--- src/rtl/rcu_pkg.sv ---
package rcu_pkg;

    localparam int unsigned REG_W = 8;

    localparam int unsigned ST_POR  = 7;
    localparam int unsigned ST_PIN  = 6;
    localparam int unsigned ST_WDOG = 5;
    localparam int unsigned ST_IOP  = 4;
    localparam int unsigned ST_IAD  = 3;
    localparam int unsigned ST_LVD  = 1;

    typedef struct packed {
        logic pin;
        logic wdog;
        logic iop;
        logic iad;
        logic lvd;
    } cause_t;

    typedef struct packed {
        logic       wd_en;
        logic       wd_long;
        logic       stop_en;
        logic [2:0] rsvd;
        logic       bkgd_en;
        logic       rpin_en;
    } opts_t;

    typedef enum logic {
        SEL_STATUS = 1'b0,
        SEL_OPTS   = 1'b1
    } reg_sel_e;

    function automatic logic [REG_W-1:0] cause_to_byte(input cause_t c, input logic por);
        logic [REG_W-1:0] b;
        b          = '0;
        b[ST_POR]  = por;
        b[ST_PIN]  = c.pin;
        b[ST_WDOG] = c.wdog;
        b[ST_IOP]  = c.iop;
        b[ST_IAD]  = c.iad;
        b[ST_LVD]  = c.lvd | por;
        return b;
    endfunction

    function automatic logic bkgd_default(input logic mode_normal, input logic secure);
        return mode_normal ? ~secure : 1'b1;
    endfunction

    function automatic opts_t opts_on_reset(input logic bkgd, input logic rpin);
        opts_t o;
        o.wd_en   = 1'b1;
        o.wd_long = 1'b1;
        o.stop_en = 1'b0;
        o.rsvd    = 3'b000;
        o.bkgd_en = bkgd;
        o.rpin_en = rpin;
        return o;
    endfunction

endpackage

--- src/rtl/rcu_pin_sync.sv ---
module rcu_pin_sync #(
    parameter int unsigned STAGES = 2,
    parameter logic        INIT   = 1'b1
) (
    input  logic clk,
    input  logic rst,
    input  logic d_i,
    output logic q_o
);
    logic [STAGES-1:0] chain_q;

    generate
        for (genvar i = 0; i < STAGES; i++) begin : g_stage
            if (i == 0) begin : g_first
                always_ff @(posedge clk) begin
                    if (rst) chain_q[0] <= INIT;
                    else     chain_q[0] <= d_i;
                end
            end else begin : g_next
                always_ff @(posedge clk) begin
                    if (rst) chain_q[i] <= INIT;
                    else     chain_q[i] <= chain_q[i-1];
                end
            end
        end
    endgenerate

    assign q_o = chain_q[STAGES-1];
endmodule

--- src/rtl/rcu_cause_detect.sv ---
module rcu_cause_detect
    import rcu_pkg::*;
(
    input  logic   pin_low_i,
    input  logic   wdog_tmo_i,
    input  logic   ill_op_i,
    input  logic   stop_exec_i,
    input  logic   ill_addr_i,
    input  logic   lvd_trip_i,
    input  logic   lvd_rst_en_i,
    input  opts_t  opts_i,
    output cause_t cause_o,
    output logic   any_o
);
    always_comb begin
        cause_o.pin  = pin_low_i;
        cause_o.wdog = wdog_tmo_i & opts_i.wd_en;
        cause_o.iop  = ill_op_i | (stop_exec_i & ~opts_i.stop_en);
        cause_o.iad  = ill_addr_i;
        cause_o.lvd  = lvd_trip_i & lvd_rst_en_i;
        any_o        = |cause_o;
    end
endmodule

--- src/rtl/rcu_rst_stretch.sv ---
module rcu_rst_stretch #(
    parameter int unsigned STRETCH = 8
) (
    input  logic clk,
    input  logic trig_i,
    output logic rst_o
);
    localparam int unsigned CW = (STRETCH > 1) ? $clog2(STRETCH) : 1;
    localparam logic [CW-1:0] LOAD = CW'(STRETCH - 1);

    logic          active_q;
    logic [CW-1:0] cnt_q;

    always_ff @(posedge clk) begin
        if (trig_i) begin
            active_q <= 1'b1;
            cnt_q    <= LOAD;
        end else if (active_q) begin
            if (cnt_q == '0) active_q <= 1'b0;
            else             cnt_q    <= cnt_q - 1'b1;
        end
    end

    assign rst_o = active_q;
endmodule

--- src/rtl/rcu_status_reg.sv ---
module rcu_status_reg
    import rcu_pkg::*;
(
    input  logic             clk,
    input  logic             por_i,
    input  logic             in_rst_i,
    input  cause_t           cause_i,
    input  logic             any_i,
    output logic [REG_W-1:0] status_o
);
    logic [REG_W-1:0] st_q;
    logic [REG_W-1:0] hit;

    assign hit = cause_to_byte(cause_i, 1'b0);

    always_ff @(posedge clk) begin
        if (por_i)          st_q <= cause_to_byte('0, 1'b1);
        else if (any_i) begin
            if (in_rst_i)   st_q <= st_q | hit;
            else            st_q <= hit;
        end
    end

    assign status_o = st_q;
endmodule

--- src/rtl/rcu_opt_reg.sv ---
module rcu_opt_reg
    import rcu_pkg::*;
(
    input  logic             clk,
    input  logic             por_i,
    input  logic             in_rst_i,
    input  logic             bkgd_def_i,
    input  logic             wr_i,
    input  logic [REG_W-1:0] wdata_i,
    output opts_t            opts_o,
    output logic             lock_o
);
    opts_t opt_q;
    opts_t wr_val;
    logic  lock_q;

    always_comb begin
        wr_val      = opts_t'(wdata_i);
        wr_val.rsvd = 3'b000;
    end

    always_ff @(posedge clk) begin
        if (por_i) begin
            opt_q  <= opts_on_reset(bkgd_def_i, 1'b0);
            lock_q <= 1'b0;
        end else if (in_rst_i) begin
            opt_q  <= opts_on_reset(bkgd_def_i, opt_q.rpin_en);
            lock_q <= 1'b0;
        end else if (wr_i && !lock_q) begin
            opt_q  <= wr_val;
            lock_q <= 1'b1;
        end
    end

    assign opts_o = opt_q;
    assign lock_o = lock_q;
endmodule

--- src/rtl/reset_cause_ctrl.sv ---
module reset_cause_ctrl
    import rcu_pkg::*;
#(
    parameter int unsigned STRETCH     = 8,
    parameter int unsigned SYNC_STAGES = 2
) (
    input  logic             clk,
    input  logic             por_i,
    input  logic             ext_rst_n_i,
    input  logic             wdog_tmo_i,
    input  logic             ill_op_i,
    input  logic             stop_exec_i,
    input  logic             ill_addr_i,
    input  logic             lvd_trip_i,
    input  logic             lvd_rst_en_i,
    input  logic             mode_strap_i,
    input  logic             secure_i,
    input  logic             reg_sel_i,
    input  logic             reg_wr_i,
    input  logic [REG_W-1:0] reg_wdata_i,
    output logic [REG_W-1:0] reg_rdata_o,
    output logic             sys_rst_o
);
    logic             pin_sync;
    cause_t           cause;
    logic             src_any;
    logic             trig_any;
    opts_t            opts;
    logic [REG_W-1:0] opt_byte;
    logic [REG_W-1:0] status_q;
    logic             lock_q;
    logic             opt_wr;

    rcu_pin_sync #(.STAGES(SYNC_STAGES), .INIT(1'b1)) u_sync (
        .clk (clk),
        .rst (por_i),
        .d_i (ext_rst_n_i),
        .q_o (pin_sync)
    );

    rcu_cause_detect u_detect (
        .pin_low_i    (~pin_sync),
        .wdog_tmo_i   (wdog_tmo_i),
        .ill_op_i     (ill_op_i),
        .stop_exec_i  (stop_exec_i),
        .ill_addr_i   (ill_addr_i),
        .lvd_trip_i   (lvd_trip_i),
        .lvd_rst_en_i (lvd_rst_en_i),
        .opts_i       (opts),
        .cause_o      (cause),
        .any_o        (src_any)
    );

    assign trig_any = por_i | src_any;

    rcu_rst_stretch #(.STRETCH(STRETCH)) u_stretch (
        .clk    (clk),
        .trig_i (trig_any),
        .rst_o  (sys_rst_o)
    );

    rcu_status_reg u_status (
        .clk      (clk),
        .por_i    (por_i),
        .in_rst_i (sys_rst_o),
        .cause_i  (cause),
        .any_i    (src_any),
        .status_o (status_q)
    );

    assign opt_wr = reg_wr_i && (reg_sel_e'(reg_sel_i) == SEL_OPTS);

    rcu_opt_reg u_opts (
        .clk        (clk),
        .por_i      (por_i),
        .in_rst_i   (sys_rst_o),
        .bkgd_def_i (bkgd_default(mode_strap_i, secure_i)),
        .wr_i       (opt_wr),
        .wdata_i    (reg_wdata_i),
        .opts_o     (opts),
        .lock_o     (lock_q)
    );

    assign opt_byte    = REG_W'(opts);
    assign reg_rdata_o = (reg_sel_e'(reg_sel_i) == SEL_OPTS) ? opt_byte : status_q;
endmodule

--- config.mk ---
export PLATFORM = sky130hd
export DESIGN_NAME = reset_cause_ctrl
export DESIGN_NICKNAME = d
export VERILOG_FILES = /design/src/rtl/rcu_pkg.sv /design/src/rtl/rcu_pin_sync.sv /design/src/rtl/rcu_cause_detect.sv /design/src/rtl/rcu_rst_stretch.sv /design/src/rtl/rcu_status_reg.sv /design/src/rtl/rcu_opt_reg.sv /design/src/rtl/reset_cause_ctrl.sv
export SDC_FILE = /design/constraint.sdc
export NUM_CORES = 1
export LEC_CHECK = 0
export BUFFER_PORTS_ARGS = -buffer_cell sky130_fd_sc_hd__buf_4
export CORE_UTILIZATION = 53
export CTS_CLUSTER_DIAMETER = 150
export CTS_CLUSTER_SIZE = 28
export DETAILED_ROUTE_END_ITERATION = 16
export PLACE_DENSITY = 0.82
export SKIP_LAST_GASP = 1
export SYNTH_ARGS = -nofsm -noshare
export SYNTH_HDL_FRONTEND = slang
export SYNTH_HIERARCHICAL = 1
export SYNTH_SLANG_ARGS = --single-unit
--- constraint.sdc ---
create_clock -name clk -period 3.31 [get_ports clk]
set_input_delay 0.4965 -clock clk [delete_from_list [all_inputs] [get_ports clk]]
set_output_delay 0.4965 -clock clk [all_outputs]
set_load 0.01 [all_outputs]
==> results of run 1 <==
==> report_power, final <==
group | switching, mW | internal (mW) | total, mW | leakage (nW)
logic | 0.0221 | 0.0378 | 0.0599 | 0.379
clock network | 0.0631 | 0.0669 | 0.130 | 0.0210
registers | 0.00279 | 0.225 | 0.227 | 0.148
==> sequential cells by signal, indices dropped and copies added (netlist names) <==
name	cells
u_status/status_o	6
u_opts/opts_o	5
u_stretch/cnt_q	3
u_opts/lock_o	1
u_stretch/rst_o	1
u_sync/chain_q	1
u_sync/q_o	1
==> stage by stage <==
stage	instances	util, %	instance area [um2]	power (mW)
global placement	141	64.9	1120	0.292
detailed placement	141	64.9	1120	0.293
CTS	145	67.0	1160	0.422
global route	145	67.0	1160	0.440
floorplan	101	-	981	0.273
finish	145	67.0	1160	0.417
==> cells by family after synthesis <==
family | share of synthesized area, %
adders and majority gates | 2.58
AOI/OAI and AO/OA | 8.13
and+or+nand+nor | 23.7
other | 0.774
buffers and inverters | 10.1
DFF | 38.2
muxes | 16.5
==> layout make-up <==
class	count	area (um2)
Fill cell	162	569
Sequential cell	18	370
Multi-Input combinational cell	68	513
Tap cell	25	31.3
Timing Repair Buffer	25	188
Inverter	5	18.8
Clock buffer	4	36.3
==> cell usage after synthesis (3+ instances only) <==
library cell  count
buf_4             7
o22ai_1           4
dfxtp_1          17
mux2_4            8
nand2_1           8
nor4bb_1          3
mux2i_1           4
nor2_1            6
nand2b_1          8
a21oi_1           3
inv_1             5
==> worst paths after layout <==
kind,endpoint,slack [ns],depth (start not counted)
min reg2reg,u_sync/q_o,0.44,1
max,u_stretch/cnt_q[1],1.32,6
min,u_sync/chain_q[0],0.39,2
max reg2reg,u_stretch/cnt_q[1],1.32,6
==> worst max-delay path: stages (launching register included) <==
cell and delay, ns:
dfxtp_1 0.36, inv_1 0.05, a21o_1 0.18, or4b_4 0.56, or2_2 0.38, nor4bb_1 0.29, a21oi_1 0.06
==> routing by layer <==
| layer | wire length, um | vias to the layer above | track usage [%] | share of wire [%] |
|---|---|---|---|---|
| li1 | - | 361 | - | - |
| met1 | 680 | 309 | 20.3 | 42 |
| met4 | 13 | 0 | 9.09 | 0.81 |
| met5 | 0 | - | 0 | 0 |
| met2 | 872 | 11 | 32.6 | 54 |
| met3 | 43 | 2 | 2.40 | 2.7 |
==> qor.yml, run 1 <==
globalplace.congestion: 0.708
synth_top_area_cell: "dfxtp_1"
final_max_slew_viol_count: 0
port-buffer-count: 25
hold_path_class: "in -> reg"
ant_nets: 0
holdCritStartpoint: "ext_rst_n_i"
antenna_cells: 0
via_count: 683
antenna_found_initial: 0
layout_common_cells: "buf_4, dfxtp_1, mux2_4, nand2_1, nand2b_1"
core_area_um2: 1730
num_rows: 15
r2r-start: "u_opts/opts_o[5]"
synth_top_area_share_pct: 35.1
synth_area_um2: 970
htreeDepth: 1
cp.required_ns: 3.48
drv_cap: 0
post_cts_resize_count: 0
ir_drop_mv: 0.236
arrival_ns: 2.17
cts.sinks: 18
grt_usage_pct: 17.9
post_drt_via_cell_ratio: 4.71
dieArea_um2: 2000
final_common_cell: "buf_4"
wl_per_cell_um: 11.1
cp-start-kind: "flip-flop"
grt_setup_unrepaired: "false"
finClkSkew_ns: 0.00126
yosysSeqAreaShare_pct: 38.2
postRouteWirelength_um: 1610
cts_tree: "yes"
clk_latency_ns: 0.28
setup_viol: 0
status: "finished, final reports clean"
max_freq_ghz: 0.501
cts-root-buf: "clkbuf_4"
synthTopCellsByArea: "dfxtp_1, mux2_4, buf_4"
grt_pass1_wl_um: 2570
startpoint: "u_opts/opts_o[5]"
ys_seq_elements: 18
grt_max_degree: 18
first_global_vias: 622
place_ws_ns: 1.09
overflow: 0
drive_gt1_share_pct: 37.5
cts_buffers: 3
clk_transition_reported_paths_ns: 0.10
p_leak_nw: 0.549
drt_first_pass_iters: 4
post_cts_buffers: 0
syn_inst: 98
worstSetupPathType: "reg -> reg"
synth.avg_cell_area_um2: 9.89
die_h_um: 44.8
synth_edf_count: 1
clock_path_buffers: 2
hpwl_um: 1260
cts_hold_buf: 0
drc_errors: 0
die_w_um: 44.8
period_minus_slack_ns: 1.99
drt_iter0_drc: 6
powerDensity_nw_per_um2: 361
end_kind: "flip-flop"
final_hold_viol_count: 0
synth_cell_types: 31
yosysWarnings: 6
pin_count: 30
setup_ws_ns: 1.32
tns_ns: 0
start_util_pct: 56.2
synthToLayoutAreaGrowth_pct: 19.4
hold_ws_ns: 0.393
synth_top_flop_cell: "dfxtp_1"
nets: 144
period_share_pct: 60.2
cp_max_fo: 8
ys_async_sr_fraction_pct: 0
Note: power is estimated with default switching activity, not from simulation.
==> run 2: changes to the inputs <==
--- a/config.mk
+++ b/config.mk
@@ -6,11 +6,11 @@
 export NUM_CORES = 1
 export LEC_CHECK = 0
 export BUFFER_PORTS_ARGS = -buffer_cell sky130_fd_sc_hd__buf_4
-export CORE_UTILIZATION = 53
+export CORE_UTILIZATION = 49
 export CTS_CLUSTER_DIAMETER = 150
 export CTS_CLUSTER_SIZE = 28
 export DETAILED_ROUTE_END_ITERATION = 16
-export PLACE_DENSITY = 0.82
+export PLACE_DENSITY = 0.77
 export SKIP_LAST_GASP = 1
 export SYNTH_ARGS = -nofsm -noshare
 export SYNTH_HDL_FRONTEND = slang
==> constraint.sdc (replaced) <==
create_clock -name clk -period 1.9 [get_ports clk]
set_input_delay 0.285 -clock clk [delete_from_list [all_inputs] [get_ports clk]]
set_output_delay 0.285 -clock clk [all_outputs]
set_load 0.01 [all_outputs]
==> run 2 against run 1 <==
Total power grew 77%. Core utilization shrank 0.22 points. Sequential power grew 74%. Setup slack lost 1.2 ns. Cell count grew 1.4%. Critical endpoint is now u_stretch/cnt_q[0].
==> qor.yml, run 2 (synthesis results as in run 1) <==
cts_buffers: 3  # unchanged
p_leak_nw: 0.565  # +3.0%
wl_per_cell_um: 11.5  # +4.0%
setup_viol: 0  # unchanged
critPathBufInv: 1  # unchanged
status: "finished, final reports clean"
final_max_slew_viol_count: 0  # unchanged
r2r_slack_ns: 0.09  # -1.22 ns
cp-start-kind: "flip-flop"
place_ws_ns: -0.0384  # -1.13 ns
worstSetupPathType: "reg -> reg"
via_count: 724  # +6.0%
cts.sinks: 18  # unchanged
largest_reg_flops: 6  # unchanged
powerDensity_nw_per_um2: 619  # +72%
final_hold_viol_count: 0  # unchanged
clk_transition_reported_paths_ns: 0.10  # about the same
drv_cap: 0  # unchanged
drc_errors: 0  # unchanged
setup_ws_ns: 0.0945  # -1.22 ns
pin_count: 30  # unchanged
globalplace.congestion: 0.785  # +11%
holdPathStages: 2  # unchanged
clk_latency_ns: 0.29  # about the same
grt_setup_unrepaired: "false"
reg2reg_to: "u_stretch/cnt_q[0]"
dieArea_um2: 2160  # +7.8%
antenna_cells: 0  # unchanged
fillers: 158  # -2.5%
cts-root-buf: "clkbuf_4"
port-buffer-count: 25  # unchanged
num_rows: 15  # unchanged
grt_usage_pct: 18.2  # +0.28 points
antenna_found_initial: 0  # unchanged
max_freq_ghz: 0.554  # +10%
die_w_um: 46.5  # +3.8%
drt_iter0_drc: 11  # +5
finClkSkew_ns: 0.000987  # -0.000278 ns
arrival_ns: 1.99  # -0.18 ns
cp.required_ns: 2.08  # -1.40 ns
htreeDepth: 1  # unchanged
holdPathEnd: "u_sync/chain_q[0]"
ant_nets: 0  # unchanged
nets: 146  # +1.4%
period_minus_slack_ns: 1.81  # -0.189 ns
postRouteWirelength_um: 1700  # +5.5%
drive_gt1_share_pct: 40.2  # +2.7 points
hold_ws_ns: 0.171  # -0.222 ns
post_drt_via_cell_ratio: 4.93  # +4.6%
clock_path_buffers: 2  # unchanged
final_common_cell: "buf_4"
grt_max_degree: 18  # unchanged
hold_path_class: "in -> reg"
r2r-start: "u_opts/opts_o[5]"
period_share_pct: 95.0  # +35 points
r2r_cells: 6  # unchanged
cp_top_family: "simple AND/OR/NAND/NOR gates"
overflow: 0  # unchanged
first_global_vias: 648  # +4.2%
drt_first_pass_iters: 4  # unchanged
cp_max_fo: 7  # -1
holdCritStartpoint: "ext_rst_n_i"
die_h_um: 46.5  # +3.8%
hpwl_um: 1280  # +1.6%
synthToLayoutAreaGrowth_pct: 22.8
layout_common_cells: "buf_4, dfxtp_1, mux2_4, nand2_1, nand2b_1"
start_util_pct: 54.4  # -1.8 points
path_cells: "inv_1, a21o_1, or4b_4, or2_4, nor4bb_4, a21oi_1"
end_kind: "flip-flop"
grt_pass1_wl_um: 2690  # +4.9%
ir_drop_mv: 0.419  # +77%
cts_tree: "yes"
cpMaxStageDelayCell: "or4b_4"
core_area_um2: 1780  # +3.3%
max_stage_delay_ns: 0.52  # -0.04 ns
==> run 2: cell count changes in the layout (fill, tap and decap cells not counted), sizes merged <==
| cell | previous run | this run |
|---|---|---|
| buf | 25 | 27 |
==> run 2: worst max path at each step <==
stage,startpoint,endpoint,slack [ns],depth (start not counted)
after floorplan,u_opts/opts_o[5],u_stretch/cnt_q[0],0.03,6
after global placement,lvd_trip_i,u_stretch/cnt_q[1],-0.005,6
after detailed placement,lvd_trip_i,u_stretch/cnt_q[0],-0.04,6
after CTS,u_opts/opts_o[5],u_stretch/cnt_q[0],0.05,6
after global routing,u_opts/opts_o[5],u_stretch/cnt_q[0],0.001,6
final,u_opts/opts_o[5],u_stretch/cnt_q[0],0.09,6
==> run 2: timing repair <==
| action | 4_1_cts | 5_1_grt |
|---|---|---|
| setup endpoints to repair | 1 | 1 |
| gates resized for setup | 1 | 3 |
| setup buffers | 0 | 0 |
| pin swaps | 1 | 1 |
| hold buffers | 0 | 0 |
==> run 2: layer usage <==
metal	vias to the layer above	share of wire, %	track usage (%)
li1	367	-	-
met1	338	41	20.1
met2	17	54	31.9
met3	2	3.9	2.75
met4	0	0.77	11.2
met5	-	0	0
==> run 2: per-stage QoR <==
stage	area, um2	TNS [ns]	power [mW]	std cells	util (%)
detailed placement	1140	-0.0620	0.512	143	63.7
finish	1190	0	0.737	147	66.8
global route	1190	0	0.770	147	66.8
global placement	1140	-0.0103	0.509	143	63.7
floorplan	981	0	0.476	101	-
CTS	1170	0	0.746	147	65.9
==> run 2: where the power goes <==
part           leakage (nW)  switching [mW]  internal (mW)
logic                 0.395          0.0409         0.0672
registers             0.149         0.00487          0.391
clock network        0.0210           0.116          0.117
==> run 2: worst reg2reg max path: stages, from the launching register on <==
cell and delay [ns]:
dfxtp_2 0.34, inv_1 0.04, a21o_1 0.18, or4b_4 0.52, or2_4 0.28, nor4bb_4 0.27
a21oi_1 0.06
==> run 2: area by class of cell <==
class | count | area [um2] | share of cell area [%]
clock buffers | 4 | 36.3 | 3.05
flip-flops and latches | 18 | 372 | 31.2
multi-input cells | 68 | 531 | 44.5
repair buffers | 27 | 203 | 17.0
well taps | 25 | 31.3 | 2.63
inverters | 5 | 18.8 | 1.58
==> run 3: changes to the inputs <==
--- a/config.mk
+++ b/config.mk
@@ -5,6 +5,7 @@
 export SDC_FILE = /design/constraint.sdc
 export NUM_CORES = 1
 export LEC_CHECK = 0
+export ABC_AREA = 1
 export BUFFER_PORTS_ARGS = -buffer_cell sky130_fd_sc_hd__buf_4
 export CORE_UTILIZATION = 49
 export CTS_CLUSTER_DIAMETER = 150
==> run 3 against run 2 <==
Clock power is essentially flat. Register-to-register slack improved by 0.34 ns. Routed wire length up 6.2%. Fmax increased by 23%. Final area shrank 5.0%.
==> qor.yml, run 3 <==
status: "finished, final reports clean"
cp_max_fo: 7  # unchanged
start_util_pct: 53.2  # -1.2 points
grt_pass1_wl_um: 2940  # +9.2%
ys_async_sr_fraction_pct: 0  # unchanged
period_share_pct: 77.0  # -18 points
max_freq_ghz: 0.684  # +23%
multiInputGateArea_um2: 419  # -21%
holdPathStages: 3  # +1
cp.required_ns: 2.07  # about the same
pwr-share-comb_pct: 13.5  # -1.2 points
synth.area.mux_share_pct: 0  # -17 points
ir_drop_mv: 0.469  # +12%
post_cts_buffers: 0  # unchanged
end_kind: "flip-flop"
fillers: 184  # +16%
synth_top_cells_by_count: "nand2_1, inv_1, dfxtp_1"
final_max_slew_viol_count: 0  # unchanged
cts_buffers: 3  # unchanged
grt_setup_unrepaired: "false"
syn_inst: 139  # +42%
synth_area_um2: 928  # -4.3%
synthMostInstantiatedCell: "nand2_1"
yosys.area_share.simple_pct: 35.8  # +12 points
overflow: 0  # unchanged
post_drt_via_cell_ratio: 4.53  # -8.1%
synth_cell_types: 16  # -48%
synth-adder-area-share_pct: 2.70  # +0.11 points
grt_max_degree: 11  # -7
drv_cap: 0  # unchanged
r2r-start: "u_opts/opts_o[5]"
yosysWarnings: 6  # unchanged
synth_top_flop_cell: "dfxtp_1"
yosysSeqAreaShare_pct: 39.9  # +1.7 points
die_w_um: 45.5  # -2.1%
finClkSkew_ns: 0.000877  # -0.000110 ns
largest_reg_flops: 6  # unchanged
seq_power_share_pct: 54.6  # +0.8 points
powerDensity_nw_per_um2: 637  # +3.0%
clock_path_buffers: 2  # unchanged
power.internal_uw: 556  # -3.4%
num_rows: 15  # unchanged
cts-root-buf: "clkbuf_4"
setup_ws_ns: 0.438  # +0.343 ns
cp-start-kind: "flip-flop"
synthTopCellsByArea: "dfxtp_1, nand2_1, inv_1"
regArea_um2: 370  # -0.34%
worstSetupPathType: "reg -> reg"
cts_tree: "yes"
synth_top_family_by_area: "simple AND/OR/NAND/NOR gates"
r2r_slack_ns: 0.44  # +0.34 ns
post_cts_resize_count: 0  # -1
via_count: 851  # +18%
setup_viol: 0  # unchanged
holdPathEnd: "u_sync/chain_q[0]"
drc_errors: 0  # unchanged
globalplace.congestion: 0.697  # -11%
drive_gt1_share_pct: 23.9  # -16 points
synth_top_area_share_pct: 36.7  # +1.6 points
drt_iter0_drc: 10  # -1
postRouteWirelength_um: 1800  # +6.2%
arrival_ns: 1.64  # -0.35 ns
period_minus_slack_ns: 1.46  # -0.343 ns
nets: 187  # +28%
startpoint: "u_opts/opts_o[5]"
switchingPower_uw: 165  # +1.8%
holdCritStartpoint: "ext_rst_n_i"
port-buffer-count: 25  # unchanged
final_hold_viol_count: 0  # unchanged
pin_count: 30  # unchanged
layout_common_cells: "nand2_1, buf_4, inv_1"
die_h_um: 45.5  # -2.1%
htreeDepth: 1  # unchanged
hold_path_class: "in -> reg"
ant_nets: 0  # unchanged
power.share.clock_pct: 31.9  # +0.3 points
drt_first_pass_iters: 4  # unchanged
synth_xor_area_share_pct: 0  # unchanged
antenna_cells: 0  # unchanged
ys_seq_elements: 18  # unchanged
dieArea_um2: 2070  # -4.1%
antenna_found_initial: 0  # unchanged
synth_top_area_cell: "dfxtp_1"
wl_per_cell_um: 9.59  # -17%
reg2reg_to: "u_stretch/cnt_q[0]"
switching_share_pct: 22.8  # +0.91 points
cts_hold_buf: 0  # unchanged
core_area_um2: 1750  # -2.1%
synth_compound_area_share_pct: 4.58  # -3.5 points
hpwl_um: 1400  # +9.7%
synth.avg_cell_area_um2: 6.68  # -32%
synthToLayoutAreaGrowth_pct: 21.8
synth_edf_count: 1  # unchanged
clk_transition_reported_paths_ns: 0.10  # about the same
first_global_vias: 779  # +20%
place_ws_ns: 0.451  # +0.490 ns
r2r_cells: 6  # unchanged
tns_ns: 0  # unchanged
grt_usage_pct: 19.7  # +1.5 points
cts.sinks: 18  # unchanged
clk_latency_ns: 0.28  # about the same
final_common_cell: "nand2_1"
p_leak_nw: 0.670  # +19%
[run 3: cell count changes after synthesis, sizes merged, moves of 8 or more]
cell	before	now
nand2	8	59
mux2	8	0
inv	5	23
nand2b	8	0
nand3	1	12
[run 3: critical path, stage by stage, from the launching register on]
cell and delay (ns):
dfxtp_1 0.39, inv_1 0.05, a21oi_1 0.16, nand2_1 0.19, or2_2 0.33, inv_1 0.13, nand3_1 0.10
[run 3: routing by layer]
metal / vias to the layer above / part of all wire [%] / track usage, %
li1: 455 / - / -
met1: 379 / 43 / 20.4
met2: 15 / 54 / 38.3
met3: 2 / 2.7 / 2.38
met4: 0 / 0.72 / 9.09
met5: - / 0 / 0
[run 3: power by group through the flow]
stage                     combinational, mW  clock, mW  sequential (mW)
after floorplan                      0.0583          0            0.401
after global placement               0.0949          0            0.402
after detailed placement             0.0972          0            0.402
after CTS                            0.0977      0.235            0.393
after global routing                  0.109      0.247            0.394
final                                0.0975      0.230            0.393
[run 3: worst max-delay path by stage]
stage	cells past startpoint	slack (ns)	to
after CTS	6	0.45	u_stretch/cnt_q[0]
after global placement	8	0.48	u_stretch/cnt_q[1]
after global routing	6	0.33	u_stretch/cnt_q[0]
after detailed placement	8	0.45	u_stretch/cnt_q[0]
after floorplan	8	0.65	u_stretch/cnt_q[0]
final	6	0.44	u_stretch/cnt_q[0]
[run 3: cell type report]
class	instances	area share [%]
clock buffers	4	3.21
inverters	23	7.63
multi-input cells	93	37.1
flip-flops and latches	18	32.7
well taps	25	2.77
repair buffers	25	16.6
[run 3: cell families after synthesis]
kind of cell | after synthesis
and+or+nand+nor | 78
buffers and inverters | 31
DFF | 18
AOI/OAI and AO/OA | 8
adders and majority gates | 2
other | 2
[run 3: through the flow]
stage               utilization, %  instances  area [um2]  hold WS (ns)  power (mW)
detailed placement            62.7        184        1090         0.402       0.499
floorplan                        -        142         940         0.354       0.460
finish                        64.8        188        1130         0.166       0.720
CTS                           64.8        188        1130         0.164       0.726
global placement              62.7        184        1090         0.390       0.497
global route                  64.8        188        1130         0.174       0.751
